`config.mk`:
```
export PLATFORM = sky130hd
export DESIGN_NAME = seg_mmu
export DESIGN_NICKNAME = d
export VERILOG_FILES = /design/src/rtl/seg_mmu.sv
export SDC_FILE = /design/constraint.sdc
export NUM_CORES = 2
export LEC_CHECK = 0
export ABC_CLOCK_PERIOD_IN_PS = 8000
export BUFFER_PORTS_ARGS = -buffer_cell sky130_fd_sc_hd__buf_2
export CORE_UTILIZATION = 50
export CTS_BUF_LIST = sky130_fd_sc_hd__clkbuf_4 sky130_fd_sc_hd__clkbuf_8
export CTS_CLUSTER_SIZE = 12
export DETAILED_ROUTE_END_ITERATION = 6
export PLACE_DENSITY = 0.7
export SYNTH_ARGS = -nofsm -noshare
export SYNTH_HDL_FRONTEND = slang
export SYNTH_SLANG_ARGS = --single-unit
```
`constraint.sdc`:
```
create_clock -name clk -period 8 [get_ports clk]
set_input_delay 0.8 -clock clk [delete_from_list [all_inputs] [get_ports clk]]
set_output_delay 0.8 -clock clk [all_outputs]
set_load 0.02 [all_outputs]
```
`src/rtl/seg_mmu.sv`:
```
module seg_mmu #(
  parameter int VA_W   = 16,
  parameter int PA_W   = 22,
  parameter int NA_W   = 18,
  parameter int SEG_W  = 3,
  parameter int BLK_W  = 7,
  parameter int AC_W   = 3,
  parameter int VEC_W  = 9,
  parameter logic [8:0] TRAP_VEC = 9'o250
) (
  input  logic             clk,
  input  logic             rst_n,
  input  logic             cfg_wr,
  input  logic [6:0]       cfg_addr,
  input  logic [15:0]      cfg_wdata,
  output logic [15:0]      cfg_rdata,
  input  logic             xl_req,
  input  logic [VA_W-1:0]  xl_vaddr,
  input  logic             xl_user,
  input  logic             xl_dspace,
  input  logic             xl_write,
  output logic [PA_W-1:0]  xl_paddr,
  output logic             xl_abort,
  output logic [VEC_W-1:0] xl_vector
);
  localparam int OFF_W  = VA_W - SEG_W;
  localparam int NSEG   = 1 << SEG_W;
  localparam int IDX_W  = SEG_W + 2;
  localparam int NREG   = 1 << IDX_W;
  localparam int BASE_W = PA_W - 6;

  logic [BASE_W-1:0] base_q [NREG];
  logic [BLK_W-1:0]  len_q  [NREG];
  logic              down_q [NREG];
  logic [AC_W-1:0]   acc_q  [NREG];
  logic              reloc_en;
  logic [2:0]        ctl3_q;
  logic              wide_en;

  assign wide_en = ctl3_q[2];

  logic [IDX_W-1:0] ridx;
  assign ridx = {cfg_addr[5], cfg_addr[3], cfg_addr[2:0]};

  always_ff @(posedge clk) begin
    if (!rst_n) begin
      for (int i = 0; i < NREG; i++) begin
        base_q[i] <= '0;
        len_q[i]  <= '0;
        down_q[i] <= 1'b0;
        acc_q[i]  <= '0;
      end
      reloc_en <= 1'b0;
      ctl3_q   <= '0;
    end else if (cfg_wr) begin
      if (!cfg_addr[6]) begin
        if (cfg_addr[4]) begin
          base_q[ridx] <= cfg_wdata[BASE_W-1:0];
        end else begin
          len_q[ridx]  <= cfg_wdata[8+BLK_W-1:8];
          down_q[ridx] <= cfg_wdata[3];
          acc_q[ridx]  <= cfg_wdata[AC_W-1:0];
        end
      end else if (cfg_addr[5:0] == 6'd0) begin
        reloc_en <= cfg_wdata[0];
      end else if (cfg_addr[5:0] == 6'd1) begin
        ctl3_q <= {cfg_wdata[4], cfg_wdata[2], cfg_wdata[0]};
      end
    end
  end

  always_comb begin
    cfg_rdata = '0;
    if (!cfg_addr[6]) begin
      if (cfg_addr[4]) cfg_rdata = base_q[ridx];
      else cfg_rdata = {1'b0, len_q[ridx], 4'b0000, down_q[ridx], acc_q[ridx]};
    end else if (cfg_addr[5:0] == 6'd0) begin
      cfg_rdata = {15'd0, reloc_en};
    end else if (cfg_addr[5:0] == 6'd1) begin
      cfg_rdata = {11'd0, ctl3_q[2], 1'b0, ctl3_q[1], 1'b0, ctl3_q[0]};
    end
  end

  logic [SEG_W-1:0] seg;
  logic [OFF_W-1:0] off;
  logic [BLK_W-1:0] blk;
  logic             sep;
  logic [IDX_W-1:0] tidx;
  logic [PA_W-1:0]  full;
  logic [PA_W-1:0]  mapped;
  logic             len_bad;
  logic             acc_bad;

  assign seg  = xl_vaddr[VA_W-1:OFF_W];
  assign off  = xl_vaddr[OFF_W-1:0];
  assign blk  = off[OFF_W-1:6];
  assign sep  = xl_user ? ctl3_q[0] : ctl3_q[1];
  assign tidx = {xl_user, xl_dspace & sep, seg};
  assign full = {base_q[tidx], 6'd0} + {{(PA_W-OFF_W){1'b0}}, off};
  assign mapped = wide_en ? full : {{(PA_W-NA_W){1'b0}}, full[NA_W-1:0]};

  assign len_bad = down_q[tidx] ? (blk < len_q[tidx]) : (blk > len_q[tidx]);

  always_comb begin
    case (acc_q[tidx])
      3'd6:    acc_bad = 1'b0;
      3'd2:    acc_bad = xl_write;
      default: acc_bad = 1'b1;
    endcase
  end

  assign xl_abort  = xl_req & reloc_en & (len_bad | acc_bad);
  assign xl_paddr  = reloc_en ? mapped : {{(PA_W-VA_W){1'b0}}, xl_vaddr};
  assign xl_vector = xl_abort ? TRAP_VEC : '0;

  logic unused_ok;
  assign unused_ok = ^{cfg_wdata[15], cfg_wdata[7:4], NSEG[0]};
endmodule

```
=== After elaboration in Yosys (flattened, before gate mapping) ===
Memory sizes are Yosys's and may differ from the RTL's.
Index checks and enable logic that the tools add are counted.
W data, S select, Z words.

* Register bits: 4
* RAM bits: 864
* Input port bits: 46
* Output and inout bits: 48
* Memories kept: 4

{| class="wikitable"
|+ Memories
! name !! words !! width !! rd ports !! clocked after memory_dff !! wr ports !! line !! source
|-
| base_q || 32 || 16 || 2 || 0 || 32 || 32 || <nowiki>logic [BASE_W-1:0] base_q [NREG];</nowiki>
|-
| len_q || 32 || 7 || 2 || 0 || 32 || 33 || <nowiki>logic [BLK_W-1:0] len_q [NREG];</nowiki>
|-
| acc_q || 32 || 3 || 2 || 0 || 32 || 35 || <nowiki>logic [AC_W-1:0] acc_q [NREG];</nowiki>
|-
| down_q || 32 || 1 || 2 || 0 || 32 || 34 || <nowiki>logic down_q [NREG];</nowiki>
|}

* $add $sub $neg: 1
* Magnitude comparators: 2
* Equal/unequal tests: 3
* Muxes and demuxes: 33
* Bitwise operators: 5
* Reductions and logical operators: 7

{| class="wikitable"
|+ Operator list
! kind !! count
|-
| $mux W16 || 3
|-
| $mux W22 || 2
|-
| $mux W5 || 6
|-
| $add A22 B13 Y22 || 1
|-
| $mux W1 || 18
|-
| $reduce_or A16 Y1 || 1
|-
| $mux W8 || 1
|-
| $gt A7 B7 Y1 || 1
|-
| $lt A7 B7 Y1 || 1
|-
| $mux W7 || 1
|-
| $reduce_or A7 Y1 || 1
|-
| $eq A6 B1 Y1 const B || 1
|-
| $logic_not A6 Y1 || 1
|-
| $reduce_and A4 Y1 || 1
|-
| $and A1 B1 Y1 || 3
|-
| $eq A3 B2 Y1 const B || 1
|-
| $eq A3 B3 Y1 const B || 1
|-
| $mux W3 || 1
|-
| $reduce_and A3 Y1 || 1
|-
| $reduce_or A3 Y1 || 1
|-
| $pmux W1 S2 || 1
|-
| $not A1 Y1 || 1
|-
| $or A1 B1 Y1 || 1
|-
| $reduce_or A1 Y1 || 1
|}

=== Logic depth before layout (Yosys ltp) ===
An unclocked memory read counts as a cell.

* Word-level depth: 8
* Mapped depth: 20

=== Worst setup path before layout ===
Ideal clock, no wire load.

* Kind: input to output
* Start: in xl_user
* End: out xl_paddr[20]
* Arrival: 4.620 ns
* Slack: 2.580 ns
* Cell stages on the path: 20
* Buffers on the path: 5
* Path through: buf_2 mux2_4 nand2_2 buf_6 buf_4 buf_4 buf_4 mux4_2 nand2_1 nand2_1 ha_1 inv_1 fa_1 nor2b_1 o21ai_0 a21boi_0 o21ai_0 a211oi_1 a31o_1 a21oi_1

* Cells in the longest elaborated chain, start to end: 6

{| class="wikitable"
|+ RTL lines
! item !! line !! source
|-
| start, declared || 19 || <nowiki>input logic xl_user,</nowiki>
|-
| $mux W1 || 97 || <nowiki>assign sep = xl_user ? ctl3_q[0] : ctl3_q[1];</nowiki>
|-
| $and A1 B1 Y1 || 98 || <nowiki>assign tidx = {xl_user, xl_dspace & sep, seg};</nowiki>
|-
| $mem_v2 Z32 W16 (*) || - ||
|-
| $add A22 B13 Y22 (*) || 99 || <nowiki>assign full = {base_q[tidx], 6'd0} + {{(PA_W-OFF_W){1'b0}}, off};</nowiki>
|-
| $mux W22 (*) || 100 || <nowiki>assign mapped = wide_en ? full : {{(PA_W-NA_W){1'b0}}, full[NA_W-1:0]};</nowiki>
|-
| $mux W22 (*) || 113 || <nowiki>assign xl_paddr = reloc_en ? mapped : {{(PA_W-VA_W){1'b0}}, xl_vaddr};</nowiki>
|-
| end, declared || 22 || <nowiki>output logic [PA_W-1:0] xl_paddr,</nowiki>
|}

Every way passes the cells marked *; elsewhere a longest branch is shown, timed or not.

=== Worst setup path after layout ===
Same ends and word-level chain as after synthesis.

==> results.toml <==
[clock_tree]
htreeDepth = 4
cts_tree = "done"
postCtsSetupBuffers = 0
cts_sinks = 868
cts-hold-fix-buffers = 0
cts-resized-gates = 0
clk_latency_ns = 0.81
clockBufferDepth = 3
cts_made_buffers = 139
cts_root_buf = "clkbuf_8"
clk_pin_slew_ns = 0.06

[final_layout]
layout_commonest_cell = "edfxtp_1"
design_area_um2 = 51500
nets = 3248
area_delta_synth_final_pct = 9.25
drive_gt1_share_pct = 28.3
final_cell_mix = "edfxtp_1, and2_1, mux4_2, clkbuf_8, buf_4"

[synth]
ys_ff_latch = 868
syn_area_um2 = 47100
async_flop_share_pct = 0
syn_avg_cell_area_um2 = 14.7
synth-xor-area-share_pct = 0.112
ys_top_cells_by_area = "edfxtp_1, mux4_2, and2_1"
muxShareOfSynthArea_pct = 22.8
synth_cell_types = 66
synth_compound_area_share_pct = 4.42
yosys.area.top_type = "edfxtp_1"
synthFlopType = "edfxtp_1"
synth_edf_count = 832
synth_top_area_share_pct = 53.0
syn_inst = 3194
synth_seq_area_share_pct = 54.6
synth_top_family_by_area = "multiplexers"
yosys_warnings = 0
synth_adder_area_share_pct = 0.414
synthSimpleGateAreaFrac_pct = 14.0

[floorplan]
coreArea_um2 = 93300
die_h_um = 309
die-area_um2 = 95400
fp-row-count = 112
io_pins = 94
die_w_um = 309
start_util_pct = 50.5

[setup_path]
required_ns = 7.20
critPathBufInv = 3
cpPeakStageDelay_ns = 0.60
worstPathCellList = "buf_2 > mux2_4 > nand2_4 > mux4_2 > nand2_1 > nand2_1 > ha_1 > inv_1 > fa_1 > nor2b_1 > o21ai_0 > a21boi_0 > o21ai_0 > a211oi_1 > nand4_1 > a21oi_1 > buf_2"
cp-end-kind = "output port"
cp_slowest_cell = "nand2_4"
worstSetupPathType = "input pin to output port"
crit_fanout = 30
cp-start-kind = "input pin"
arrival_ns = 5.68
crit_family = "compound AO/OA/AOI/OAI gates"

[drt]
wire_per_inst_um = 32.7
vias_per_cell = 6.69
vias = 30500
dr.pass1.iters = 6
met1Wirelength_um = 54100
drt-initial-drc-count = 4561
antenna_left = 0
drt_wl_total_um = 149000
dr.max_layer_used = "met5"
route.met3.wl_um = 21600
dr_wl_met2_um = 67600
route.detailed.drc = 0

[sta]
setup_ws_ns = 1.52
rsz0062_at_grt = "no"
holdWs_ns = 0.469
tns_ns = 0
period_share_pct = 81.0
fmax_mhz = 154
max_slew_margin_pct = 9.56
fin_crit_ns = 6.48
finalHoldViolations = 0
setup_viol = 0
slew_viol_final = 0
final.setup_skew_ns = 0
tightest_slew_ns = 1.36

[outcome]
outcome = "finished clean"

[global_routing]
grt_remaining_overflow = 0
antenna_found_initial = 9
grt_pass1_wl_um = 213000
grt_max_degree = 82
track_usage_pct = 31.5
grt_pass1_vias = 29800

[placed_design]
gp_congestion = 0.915
hpwl_um = 96600
dp_slack_ns = 1.68
portBuffers = 75
dpl_cell_area_um2 = 48600

[worst_hold_path]
hold_path_class = "register to register"

[power]
pwr_density_cell_nw_per_um2 = 205
ir_drop_mv = 0.134
p_leak_nw = 17.6
power_w = 0.0105

[job]
max_cap_violations = 0
## flip-flops by register name, indices dropped and copies added (netlist names)
register  count
down_q       32
acc_q        96
reloc_en      1
base_q      512
len_q       224
ctl3_q        3
## cell families after synthesis
family,Yosys count
XOR/XNOR,6
adder cells (fa/ha/maj),15
multiplexers,485
AO/OA/AOI/OAI,317
other,1
buffers and inverters,376
flip-flops,868
AND/OR/NAND/NOR,1126
## worst paths after layout
check / end / slack [ns] / cells after the start / start
min: down_q[14] / 0.47 / 2 / down_q[14]
max: xl_paddr[20] / 1.52 / 17 / xl_user
max reg2reg: reloc_en / 6.60 / 2 / reloc_en
min reg2reg: down_q[14] / 0.47 / 2 / down_q[14]
## layout make-up
class / count / area, um^2
tap: 1254 / 1570
timing repair buffer: 201 / 1400
clock buffer: 199 / 2440
antenna: 5 / 12.5
sequential: 868 / 25700
fill: 7388 / 41900
inverter: 22 / 82.6
multi-input combinational: 1955 / 19900
clock inverter: 56 / 387
## metal layers
layer  up-vias  global-route usage, %
met5         -                  0.758
met4        10                   11.5
met3       353                   10.3
met2      2291                   47.3
met1     15600                   43.0
li1      12300                      -
## tightest hold or removal path: cells and delay by family, from the launching register on
kind             cells  cell delay [ns]
AO/OA/AOI/OAI        1             0.06
AND/OR/NAND/NOR      1             0.05
flip-flops           1             0.32
## power by group
group	switching (W)	internal, W	leakage [nW]
registers	0.000119	0.00520	8.19
clock network	0.00182	0.00213	1.49
logic	0.000765	0.000516	7.96
## stage by stage
step / util, % / instances
6_report: 55.1 / 4560
5_1_grt: 55.1 / 4556
4_1_cts: 55.1 / 4555
3_5_place_dp: 52.1 / 4300
3_3_place_gp: 52.1 / 4300
2_1_floorplan: - / 3199
## cells in the mapped netlist (26+ instances only)
cell / count
edfxtp_1: 832
and2_1: 810
mux4_2: 438
clkbuf_1: 240
o21ai_0: 111
nand2_1: 108
nor2_1: 82
a22oi_1: 75
buf_2: 37
dfxtp_1: 36
and3_1: 34
buf_4: 32
a21oi_1: 27
buf_1: 26
No activity file was read; power rests on OpenSTA's default activity.
